### config.mk
export PLATFORM = sky130hd
export DESIGN_NAME = ack_poll_seq
export DESIGN_NICKNAME = d
export VERILOG_FILES = /design/src/rtl/ack_poll_pkg.sv /design/src/rtl/ack_poll_retry.sv /design/src/rtl/ack_poll_fsm.sv /design/src/rtl/ack_poll_seq.sv
export SDC_FILE = /design/constraint.sdc
export NUM_CORES = 1
export LEC_CHECK = 0
export CELL_PAD_IN_SITES_DETAIL_PLACEMENT = 0
export CELL_PAD_IN_SITES_GLOBAL_PLACEMENT = 1
export CORE_ASPECT_RATIO = 0.6
export CORE_MARGIN = 2
export CORE_UTILIZATION = 41
export CTS_CLUSTER_SIZE = 30
export DETAILED_ROUTE_END_ITERATION = 8
export PLACE_DENSITY = 0.95
export SLEW_MARGIN = 20
export SYNTH_ARGS = -nofsm -noshare
export SYNTH_HDL_FRONTEND = slang
export SYNTH_HIERARCHICAL = 1
export SYNTH_SLANG_ARGS = --single-unit
### constraint.sdc
create_clock -name clk -period 8.2 [get_ports clk]
set_input_delay 1.64 -clock clk [delete_from_list [all_inputs] [get_ports clk]]
set_output_delay 1.64 -clock clk [all_outputs]
set_load 0.01 [all_outputs]
### src/rtl/ack_poll_pkg.sv
package ack_poll_pkg;
  typedef enum logic [1:0] {
    OP_START = 2'd0,
    OP_WRITE = 2'd1,
    OP_STOP  = 2'd2
  } poll_op_e;

  typedef enum logic [1:0] {
    ST_IDLE = 2'd0,
    ST_CMD  = 2'd1,
    ST_RSP  = 2'd2
  } poll_state_e;
endpackage

### src/rtl/ack_poll_retry.sv
module ack_poll_retry #(
  parameter int CNT_W = 8
) (
  input  logic             clk,
  input  logic             rst_n,
  input  logic             clear,
  input  logic             bump,
  input  logic [CNT_W-1:0] limit,
  output logic             last_try
);
  localparam int EXT_W = CNT_W + 1;

  logic [CNT_W-1:0] refused_q;
  logic [EXT_W-1:0] next_ext;

  assign next_ext = {1'b0, refused_q} + EXT_W'(1);
  assign last_try = next_ext >= {1'b0, limit};

  always_ff @(posedge clk) begin
    if (!rst_n)     refused_q <= '0;
    else if (clear) refused_q <= '0;
    else if (bump)  refused_q <= refused_q + CNT_W'(1);
  end

  // Refused attempts counted so far never reach the budget in force.
  assert_count_bounded_R8: assert property (@(posedge clk) disable iff (!rst_n)
    (limit != '0) |-> (refused_q < limit));
endmodule

### src/rtl/ack_poll_fsm.sv
module ack_poll_fsm
  import ack_poll_pkg::*;
(
  input  logic     clk,
  input  logic     rst_n,
  input  logic     req_valid,
  input  logic     keep_open,
  input  logic     cmd_ready,
  input  logic     rsp_valid,
  input  logic     rsp_nack,
  input  logic     last_try,
  output logic     req_ready,
  output logic     accept,
  output logic     bump,
  output logic     cmd_valid,
  output poll_op_e cmd_op,
  output logic     done,
  output logic     timeout
);
  poll_state_e st_q;
  poll_op_e    op_q;
  logic        to_q;

  assign req_ready = (st_q == ST_IDLE);
  assign accept    = req_ready && req_valid;
  assign cmd_valid = (st_q == ST_CMD);
  assign cmd_op    = op_q;
  assign bump      = (st_q == ST_RSP) && rsp_valid && (op_q == OP_WRITE) && rsp_nack && !last_try;

  always_ff @(posedge clk) begin
    if (!rst_n) begin
      st_q    <= ST_IDLE;
      op_q    <= OP_START;
      to_q    <= 1'b0;
      done    <= 1'b0;
      timeout <= 1'b0;
    end else begin
      done    <= 1'b0;
      timeout <= 1'b0;
      unique case (st_q)
        ST_IDLE: if (req_valid) begin
          op_q <= OP_START;
          to_q <= 1'b0;
          st_q <= ST_CMD;
        end
        ST_CMD: if (cmd_ready) st_q <= ST_RSP;
        ST_RSP: if (rsp_valid) begin
          unique case (op_q)
            OP_START: begin
              op_q <= OP_WRITE;
              st_q <= ST_CMD;
            end
            OP_WRITE: begin
              if (!rsp_nack) begin
                if (keep_open) begin
                  done <= 1'b1;
                  st_q <= ST_IDLE;
                end else begin
                  op_q <= OP_STOP;
                  st_q <= ST_CMD;
                end
              end else if (last_try) begin
                op_q <= OP_STOP;
                to_q <= 1'b1;
                st_q <= ST_CMD;
              end else begin
                op_q <= OP_START;
                st_q <= ST_CMD;
              end
            end
            OP_STOP: begin
              if (to_q) timeout <= 1'b1;
              else      done    <= 1'b1;
              st_q <= ST_IDLE;
            end
            default: st_q <= ST_IDLE;
          endcase
        end
        default: st_q <= ST_IDLE;
      endcase
    end
  end

  assert_cmd_hold_R3: assert property (@(posedge clk) disable iff (!rst_n)
    (cmd_valid && !cmd_ready) |=> (cmd_valid && $stable(cmd_op)));
  assert_accept_leaves_idle_R1: assert property (@(posedge clk) disable iff (!rst_n)
    accept |=> !req_ready);
  assert_pulse_single_R9: assert property (@(posedge clk) disable iff (!rst_n)
    (done || timeout) |=> !(done || timeout));
  assert_pulse_excl_R9: assert property (@(posedge clk) disable iff (!rst_n)
    !(done && timeout));
  assert_timeout_after_stop_R8: assert property (@(posedge clk) disable iff (!rst_n)
    timeout |-> (cmd_op == OP_STOP));
endmodule

### src/rtl/ack_poll_seq.sv
module ack_poll_seq
  import ack_poll_pkg::*;
#(
  parameter int CNT_W  = 8,
  parameter int ADDR_W = 7
) (
  input  logic              clk,
  input  logic              rst_n,
  input  logic              req_valid,
  output logic              req_ready,
  input  logic [ADDR_W-1:0] req_addr,
  input  logic [CNT_W-1:0]  req_limit,
  input  logic              req_keep_open,
  output logic              cmd_valid,
  input  logic              cmd_ready,
  output logic [1:0]        cmd_op,
  output logic [ADDR_W:0]   cmd_data,
  input  logic              rsp_valid,
  input  logic              rsp_nack,
  output logic              done,
  output logic              timeout
);
  logic [ADDR_W-1:0] addr_q;
  logic [CNT_W-1:0]  limit_q;
  logic              keep_q;
  logic              accept;
  logic              bump;
  logic              last_try;
  poll_op_e          op;

  always_ff @(posedge clk) begin
    if (!rst_n) begin
      addr_q  <= '0;
      limit_q <= '0;
      keep_q  <= 1'b0;
    end else if (accept) begin
      addr_q  <= req_addr;
      limit_q <= req_limit;
      keep_q  <= req_keep_open;
    end
  end

  ack_poll_retry #(.CNT_W(CNT_W)) u_retry (
    .clk      (clk),
    .rst_n    (rst_n),
    .clear    (accept),
    .bump     (bump),
    .limit    (limit_q),
    .last_try (last_try)
  );

  ack_poll_fsm u_fsm (
    .clk       (clk),
    .rst_n     (rst_n),
    .req_valid (req_valid),
    .keep_open (keep_q),
    .cmd_ready (cmd_ready),
    .rsp_valid (rsp_valid),
    .rsp_nack  (rsp_nack),
    .last_try  (last_try),
    .req_ready (req_ready),
    .accept    (accept),
    .bump      (bump),
    .cmd_valid (cmd_valid),
    .cmd_op    (op),
    .done      (done),
    .timeout   (timeout)
  );

  assign cmd_op   = op;
  assign cmd_data = (op == OP_WRITE) ? {addr_q, 1'b0} : '0;

  assert_write_bit_clear_R2: assert property (@(posedge clk) disable iff (!rst_n)
    (cmd_valid && (cmd_op == 2'd1)) |-> (cmd_data[0] == 1'b0));
  assert_data_stable_R3: assert property (@(posedge clk) disable iff (!rst_n)
    (cmd_valid && !cmd_ready) |=> $stable(cmd_data));
endmodule

==> out/summary.txt, run 1 <==
Status -> finished, final reports clean
Register Area -> 621 um2
Die ar. -> 0.00475 mm2
Leakage -> 0.893 nW
Synth Cell Area -> 0.00172 mm2
Final wirelength -> 3.50 mm
Detailed-route via count -> 1,352
Clock-pin slew on the worst setup and hold paths -> 0.06 ns
Unrepaired setup endpoints after global routing -> false
CTS tree -> yes
Hold depth -> 2
Root Buffer Master -> clkbuf_8
CTS resizes -> 0
Hold crit path type -> flop to flop
Top_reg_cell synth -> dfxtp_1
Area grow syn2layout -> 24.9%
N_diodes -> 0
Worst r2r src -> u_retry/refused_q[0]
First-pass GRT wire length -> 5.60 mm
Min Hold Slack -> 0.512 ns
Post-Route Setup TNS -> 0 ns
Top cells by area, synth -> dfxtp_1, mux2i_1, ha_1
Power per cell area -> 149 mW/mm2
Slowest cell on the critical path -> nor3_1
Tot GR Track Use -> 16.3%
Core Region -> 0.00408 mm2
Yosys cell types -> 33
FF-to-FF setup slack -> 4.40 ns
Crit path depth -> 15
Synth Register Bits -> 31
Critical path's largest stage delay -> 0.64 ns
Area of the multi-input gates -> 986 um2
Worst-path fanout max -> 7
Asr flop ratio synth -> 0%
# Post-CTS Setup Buffers -> 0
CTS H-tree depth -> 2
Post-layout minimum cycle time -> 3.80 ns
Max Slew Vio Count -> 0
Metal1 wirelength -> 2.03 mm
Setup crit start -> u_retry/refused_q[0]
Final nets -> 258
Clock buffer depth -> 2
Final Setup Violations -> 0
Slew HR -> 42.2%
Fillers -> 379
Starting Density -> 42.3%
Synth top cells by count -> dfxtp_1, mux2i_1, nor2b_1
Vias in the first global route -> 1,164
WS Path Type -> flop to flop
Power, Total -> 0.320 mW
Met3 WL -> 216 um
Detailed Place HPWL -> 2.57 mm
Final Skew -> 0.00286 ns
Crit path buffers/inverters -> 0
Reg2reg path depth -> 15
Standard-cell rows -> 18
Final hold vios -> 0
Clock Latency Late Sink -> 0.28 ns
Seq/Total Area, Yosys -> 36.0%
Port Buffers -> 34
Synth area leader -> dfxtp_1
Avg Vias per Cell -> 4.76
Post-Syn Instances -> 191
DR WL/cell -> 12.3 um
Startpoint types -> flop
Max VDD drop -> 0.0000640 V
Highest routed layer -> met4
Hold Crit Start -> addr_q[4]
Largest delay share family, worst path -> simple AND/OR/NAND/NOR gates
Drt first-iter violations -> 75
Die width -> 87.7 um
Top-level port count -> 36
Largest net degree at the start of global routing -> 27
Worst Path Required -> 8.36 ns
Post-DP Area -> 0.00207 mm2
Synth warnings -> 6
Routed Antenna Nets -> 0
Max-cap violations -> 0
Arr. time, crit path -> 3.96 ns
DR pass1 iterations -> 4
Post-synth EDFFs -> 0
Critical-path cell list -> ha_1 -> and3_1 -> nand3_1 -> xnor2_1 -> ha_1 -> a21oi_1 -> nand2_1 -> a221oi_1 -> o31ai_1 -> nand2b_1 -> nor3_1 -> nand4_1 -> nor3_1 -> xnor2_1 -> nor2_1
Met2 routed WL -> 1.19 mm
Layout cells sized above 1 -> 3.57%
Fmax -> 263 MHz
CTS hold repair buffers -> 0
DIE HEIGHT -> 54.2 um
Clock sink total -> 31
Final core utilization -> 52.8%
Num CTS Buffers -> 5
Remaining Overflow, GRT -> 0
Most common cell in the netlist -> dfxtp_1
Mean Syn Cell Area -> 9.02 um2
Gpl congestion -> 0.855
Crit share post-route -> 46.3%
Tightest Pin Transition -> 0.866 ns
Residual DRC -> 0
Worst min-delay path endpoint -> addr_q[4]
Final non-filler cell area -> 0.00215 mm2
Initial antenna violation count -> 0
Synth Net Count -> 226
Top cell type's share of synthesized area -> 36.0%
R2r endpoint -> u_retry/refused_q[7]
Crit path capture type -> flop
==> worst reg2reg max path, stage by stage, from the launching register on <==
cell and delay (ns):
dfxtp_1 0.40, ha_1 0.22, and3_1 0.31, nand3_1 0.13
xnor2_1 0.15, ha_1 0.31, a21oi_1 0.13, nand2_1 0.07
a221oi_1 0.30, o31ai_1 0.14, nand2b_1 0.20, nor3_1 0.64
nand4_1 0.25, nor3_1 0.24, xnor2_1 0.15, nor2_1 0.06
==> metrics by stage <==
stage / std cells / worst slack [ns]
CTS: 284 / 4.41
detailed placement: 276 / 4.45
global route: 284 / 4.13
finish: 284 / 4.40
global placement: 276 / 4.48
floorplan: 191 / 5.20
==> cells in the final DEF (no fill, tap or decap), types with 2 or more instances in the layout <==
cell	count
nand2_1	9
a21oi_1	3
nand3b_1	2
inv_1	13
ha_1	13
and3_1	6
nor2b_1	17
nand2b_1	3
dfxtp_1	31
clkbuf_1	2
mux2i_1	18
nor3_1	3
nand4_1	6
nor2_1	13
nand3_1	8
and2_1	8
clkdlybuf4s50_1	34
xor2_1	9
o21ai_0	6
xnor2_1	4
clkbuf_8	5
==> cell type report <==
type	instances	area share, %
Timing Repair Buffer	34	15.8
Multi-Input combinational cell	138	45.8
Inverter	13	2.27
Clock buffer	7	3.55
Sequential cell	31	28.8
Clock inverter	1	0.233
Tap cell	60	3.49
==> where the power goes <==
group	internal (mW)	switching, mW
sequential	0.157	0.00407
clock	0.0594	0.0548
combinational	0.0251	0.0197
==> how the worst max path moves through the flow <==
stage | slack, ns | endpoint
after CTS | 4.41 | u_retry/refused_q[7]
final | 4.40 | u_retry/refused_q[7]
after global placement | 4.48 | u_retry/refused_q[7]
after floorplan | 5.20 | u_retry/refused_q[7]
after detailed placement | 4.45 | u_retry/refused_q[7]
after global routing | 4.13 | u_retry/refused_q[7]
==> cell families (layout without fill, tap and decap cells) <==
family,Yosys count,count (layout),share of synthesized area [%]
compound gates,12,12,4.14
xor+xnor,13,13,6.61
fa+ha+maj,13,13,9.44
buf+inv,22,55,6.75
flops,31,31,36.0
mux,18,18,10.5
other cells,1,1,0.218
simple gates,81,81,26.4
==> registers in the layout, summed over array words and instances (netlist names) <==
name and cells:
u_fsm/to_q 1, keep_q 1, u_fsm/done 1, addr_q 7, u_fsm/cmd_op 2, u_retry/refused_q 8
u_fsm/timeout 1, limit_q 8, u_fsm/st_q 2
==> layer usage <==
layer | vias up | global-route usage (%)
li1 | 700 | -
met1 | 601 | 24.1
met2 | 47 | 20.2
met3 | 4 | 7.09
met4 | 0 | 6.15
met5 | - | 0
(Power assumes the default switching activity.)
==> inputs of run 2 (changes only) <==
- CORE_UTILIZATION: 41 -> 34
- PLACE_DENSITY: 0.95 -> 0.86
- clock period: 8.2 -> 3.21 ns (I/O delays scaled with it)
==> run 2 against run 1 <==
Hold slack got worse by 0.0054 ns; critical path type unchanged; sequential share of layout area decreased by 0.88 points; setup slack got worse by 4.2 ns; sequential cell count unchanged; maximum frequency increased by 27%; critical path depth unchanged; final area increased by 3.4%; die area increased by 19%; core utilization decreased by 8.1 points; clock skew increased by 0.0044 ns; count of clock-buffer cells in the layout decreased by 1; total power increased to 2.6 times the previous value; largest cell class unchanged.
==> out/summary.txt, run 2 (synthesis results as in run 1) <==
Status -> finished, final reports clean
CTS tree -> yes
Arr. time, crit path -> 3.15 ns
Final wirelength -> 3.47 mm
Routed Antenna Nets -> 0
Unrepaired setup endpoints after global routing -> false
Final hold vios -> 0
Drt first-iter violations -> 46
CTS hold repair buffers -> 0
Critical-path cell list -> ha_2 -> and3_1 -> nand3_1 -> xnor2_1 -> ha_1 -> a21oi_1 -> nand2_1 -> a221oi_1 -> o31ai_1 -> nand2b_1 -> nor3_2 -> nand4_1 -> nor3_2 -> xnor2_1 -> nor2_1
Critical path's largest stage delay -> 0.35 ns
Num CTS Buffers -> 5
Fmax -> 334 MHz
Clock-pin slew on the worst setup and hold paths -> 0.06 ns
Top-level port count -> 36
Post-Route Setup TNS -> 0 ns
Vias in the first global route -> 1,198
Post-DP Area -> 0.00212 mm2
Tot GR Track Use -> 13.1%
Die ar. -> 0.00567 mm2
Layout cells sized above 1 -> 8.30%
Final non-filler cell area -> 0.00222 mm2
Final nets -> 264
Startpoint types -> flop
N_diodes -> 0
Area grow syn2layout -> 29.1%
Worst min-delay path endpoint -> addr_q[6]
Hold Crit Start -> addr_q[6]
Post-layout minimum cycle time -> 2.99 ns
Root Buffer Master -> clkbuf_8
Crit path buffers/inverters -> 0
Crit path depth -> 15
Avg Vias per Cell -> 4.54
Reg2reg path depth -> 15
Clock buffer depth -> 2
Commonest non-fill, non-tap cells in the layout -> clkdlybuf4s50_1, dfxtp_1, mux2i_1
Clock Latency Late Sink -> 0.28 ns
Hold depth -> 2
Die width -> 95.9 um
DR pass1 iterations -> 4
Largest net degree at the start of global routing -> 22
Detailed Place HPWL -> 2.60 mm
Residual DRC -> 0
Standard-cell rows -> 20
Max-cap violations -> 0
Largest delay share family, worst path -> simple AND/OR/NAND/NOR gates
Commonest non-fill, non-tap cell in the layout -> clkdlybuf4s50_1
Slowest cell on the critical path -> dfxtp_2
Gpl congestion -> 0.789
Final Skew -> 0.00727 ns
CTS H-tree depth -> 2
Worst Path Required -> 3.37 ns
Port Buffers -> 34
Worst r2r src -> u_retry/refused_q[1]
Core Region -> 0.00498 mm2
Worst-path fanout max -> 4
Setup crit start -> u_retry/refused_q[1]
DIE HEIGHT -> 59.1 um
WS Path Type -> flop to flop
Power, Total -> 0.833 mW
Remaining Overflow, GRT -> 0
Final Setup Violations -> 0
Initial antenna violation count -> 0
Hold crit path type -> flop to flop
Starting Density -> 34.6%
First-pass GRT wire length -> 5.58 mm
Power per cell area -> 375 mW/mm2
Clock sink total -> 31
Detailed-route via count -> 1,339
Crit share post-route -> 93.3%
Max Slew Vio Count -> 0
Crit path capture type -> flop
Leakage -> 0.925 nW
FF-to-FF setup slack -> 0.22 ns
R2r endpoint -> u_retry/refused_q[7]
DR WL/cell -> 11.8 um
Largest regs -> limit_q (8), u_retry/refused_q (8), addr_q (7)
Max VDD drop -> 0.000163 V
run 2: cell types whose count changed in the layout (fill, tap and decap cells not counted):
cell      before  now
ha_1          13   12
buf_4          0    6
nor3_1         3    1
clkbuf_8       5    6
clkbuf_1       2    0
nor3_2         0    2
ha_2           0    1
dfxtp_1       31   30
dfxtp_2        0    1
run 2: layer usage:
metal / vias up / GRT usage, % / share of wire, %
met2: 34 / 16.8 / 37
met5: - / 0 / 0
met1: 594 / 19.4 / 56
met3: 5 / 4.58 / 5.9
li1: 706 / - / -
met4: 0 / 5.51 / 0.98
run 2: how the worst max path moves through the flow:
stage / endpoint / slack (ns)
detailed placement: u_retry/refused_q[7] / 0.14
CTS: u_retry/refused_q[7] / 0.11
floorplan: u_retry/refused_q[7] / 0.21
global route: u_retry/refused_q[7] / 0.003
finish: u_retry/refused_q[7] / 0.22
global placement: u_retry/refused_q[7] / 0.28
run 2: layout make-up:
type | count | area [um2]
timing repair buffer | 40 | 385
sequential | 31 | 622
tap | 66 | 82.6
clock buffer | 6 | 82.6
inverter | 13 | 48.8
multi-input combinational | 138 | 998
fill | 504 | 2760
clock inverter | 1 | 5.00
run 2: what timing repair did:
action,CTS,global route
endpoints found under the setup margin,0,4
resized for setup,0,4
setup buffers,0,1
run 2: worst reg2reg max path: stages, from the launching register on:
cell and delay (ns):
dfxtp_2 0.35, ha_2 0.20, and3_1 0.18, nand3_1 0.09
xnor2_1 0.21, ha_1 0.29, a21oi_1 0.16, nand2_1 0.07
a221oi_1 0.31, o31ai_1 0.14, nand2b_1 0.19, nor3_2 0.15
nand4_1 0.14, nor3_2 0.23, xnor2_1 0.13, nor2_1 0.05
run 2: power breakdown:
group          internal, mW  leakage, nW  switching [mW]
Clock                 0.168       0.0470           0.137
Sequential            0.402        0.253          0.0101
Combinational        0.0655        0.625          0.0505
run 2: through the flow:
stage | worst slack (ns) | std cells | utilization, % | hold WS, ns
6_report | 0.216 | 295 | 44.7 | 0.506
5_1_grt | 0.00334 | 295 | 44.7 | 0.533
4_1_cts | 0.110 | 294 | 44.2 | 0.512
3_5_place_dp | 0.140 | 287 | 42.5 | 0.494
3_3_place_gp | 0.285 | 287 | 42.5 | 0.487
2_1_floorplan | 0.214 | 191 | - | 0.471
==> inputs of run 3 (changes only) <==
- PLACE_DENSITY: 0.86 -> default
- PLACE_DENSITY_LB_ADDON: default -> 0.05
==> run 3 against run 2 <==
Final area fell by 0.84%; sequential cell count did not move; final cell count fell by 0.34%; combinational power barely moved; global-route usage rose by 1.1 points; hold slack got worse by 0.0090 ns; core utilization fell by 0.38 points; wire length rose by 5.6%; count of clock-buffer cells in the layout did not move; clock power fell by 10%; setup slack improved by 0.025 ns.
==> out/summary.txt, run 3 (synthesis results as in run 1) <==
Worst Path Required -> 3.37 ns
Port Buffers -> 34
Detailed Place HPWL -> 2.74 mm
CTS H-tree depth -> 2
WS Path Type -> flop to flop
Startpoint types -> flop
Layout cells sized above 1 -> 6.58%
Remaining Overflow, GRT -> 0
DIE HEIGHT -> 59.1 um
Power, Total -> 0.803 mW
Residual DRC -> 0
Worst-path fanout max -> 4
Final core utilization -> 44.3%
First-pass GRT wire length -> 5.99 mm
Fillers -> 517
Largest net degree at the start of global routing -> 20
Commonest non-fill, non-tap cells in the layout -> clkdlybuf4s50_1, dfxtp_1, mux2i_1
Die width -> 95.9 um
Standard-cell rows -> 20
Drt first-iter violations -> 23
Post-Route Setup TNS -> 0 ns
Arr. time, crit path -> 3.13 ns
Core Region -> 0.00498 mm2
Max VDD drop -> 0.000146 V
Clock buffer depth -> 2
Top-level port count -> 36
Starting Density -> 34.6%
Initial antenna violation count -> 0
Vias in the first global route -> 1,272
Final nets -> 264
Area grow syn2layout -> 28.0%
CTS tree -> yes
Final Skew -> 0.00798 ns
Largest regs -> limit_q (8), u_retry/refused_q (8), addr_q (7)
Avg Vias per Cell -> 4.54
Clock Latency Late Sink -> 0.28 ns
Leakage -> 0.920 nW
Power per cell area -> 364 mW/mm2
Root Buffer Master -> clkbuf_8
CTS resizes -> 0
Pre-CTS WS -> 0.164 ns
Clock-pin slew on the worst setup and hold paths -> 0.06 ns
Die ar. -> 0.00567 mm2
Status -> finished, final reports clean
CTS hold repair buffers -> 0
Final hold vios -> 0
Crit share post-route -> 92.5%
Routed Antenna Nets -> 0
DR pass1 iterations -> 4
Max-cap violations -> 0
Detailed-route via count -> 1,336
Crit path capture type -> flop
# Post-CTS Setup Buffers -> 0
Tot GR Track Use -> 14.2%
Fmax -> 337 MHz
Max Slew Vio Count -> 0
Setup ws final -> 0.242 ns
Hold crit path type -> flop to flop
Final Setup Violations -> 0
Gpl congestion -> 0.798
N_diodes -> 0
Final wirelength -> 3.66 mm
DR WL/cell -> 12.5 um
Post-layout minimum cycle time -> 2.97 ns
Clock sink total -> 31
Num CTS Buffers -> 5
Commonest non-fill, non-tap cell in the layout -> clkdlybuf4s50_1
==> run 3: changes by cell type in the layout (fill, tap and decap cells not counted) <==
| cell | previous run | this run |
|---|---|---|
| clkbuf_1 | 0 | 1 |
| ha_1 | 12 | 13 |
| clkbuf_8 | 6 | 5 |
| dfxtp_1 | 30 | 31 |
| clkinv_2 | 1 | 0 |
| dfxtp_2 | 1 | 0 |
| ha_2 | 1 | 0 |
==> run 3: power breakdown <==
| part | switching, mW | internal [mW] |
|---|---|---|
| clock | 0.129 | 0.144 |
| sequential | 0.0105 | 0.402 |
| combinational | 0.0513 | 0.0654 |
==> run 3: cell type report <==
cell class / instances / area, um2 / area share [%]
Sequential cell: 31 / 621 / 28.1
Clock buffer: 6 / 72.6 / 3.29
Tap cell: 66 / 82.6 / 3.74
Timing Repair Buffer: 40 / 385 / 17.5
Inverter: 13 / 48.8 / 2.21
Multi-Input combinational cell: 138 / 996 / 45.2
==> run 3: per-stage QoR <==
| stage | cells | hold slack, ns | area (um2) |
|---|---|---|---|
| floorplan | 191 | 0.471 | 1720 |
| global placement | 288 | 0.487 | 2120 |
| detailed placement | 288 | 0.495 | 2120 |
| CTS | 294 | 0.500 | 2200 |
| global route | 294 | 0.514 | 2210 |
| finish | 294 | 0.498 | 2210 |
==> run 3: layer usage <==
| layer | track usage (%) | share of wire [%] |
|---|---|---|
| met5 | 0 | 0 |
| met4 | 6.53 | 1.5 |
| met3 | 4.20 | 5.4 |
| met2 | 19.1 | 37 |
| met1 | 20.7 | 56 |
==> run 3: critical path, cell delays in order (launching register included) <==
cell and delay, ns:
dfxtp_1 0.36, ha_1 0.22, and3_1 0.20, nand3_1 0.10, xnor2_1 0.15, ha_1 0.30, a21oi_1 0.13, nand2_1 0.06
a221oi_1 0.29, o31ai_1 0.14, nand2b_1 0.19, nor3_2 0.14, nand4_1 0.17, nor3_2 0.19, xnor2_1 0.14, nor2_1 0.05
==> run 3: worst paths after layout <==
| kind | from | end | slack (ns) | cells after the start |
|---|---|---|---|---|
| setup / recovery | u_retry/refused_q[1] | u_retry/refused_q[7] | 0.24 | 15 |
| hold / removal | u_fsm/to_q | u_fsm/timeout | 0.50 | 1 |
| setup reg to reg | u_retry/refused_q[1] | u_retry/refused_q[7] | 0.24 | 15 |
| hold reg to reg | u_fsm/to_q | u_fsm/timeout | 0.50 | 1 |
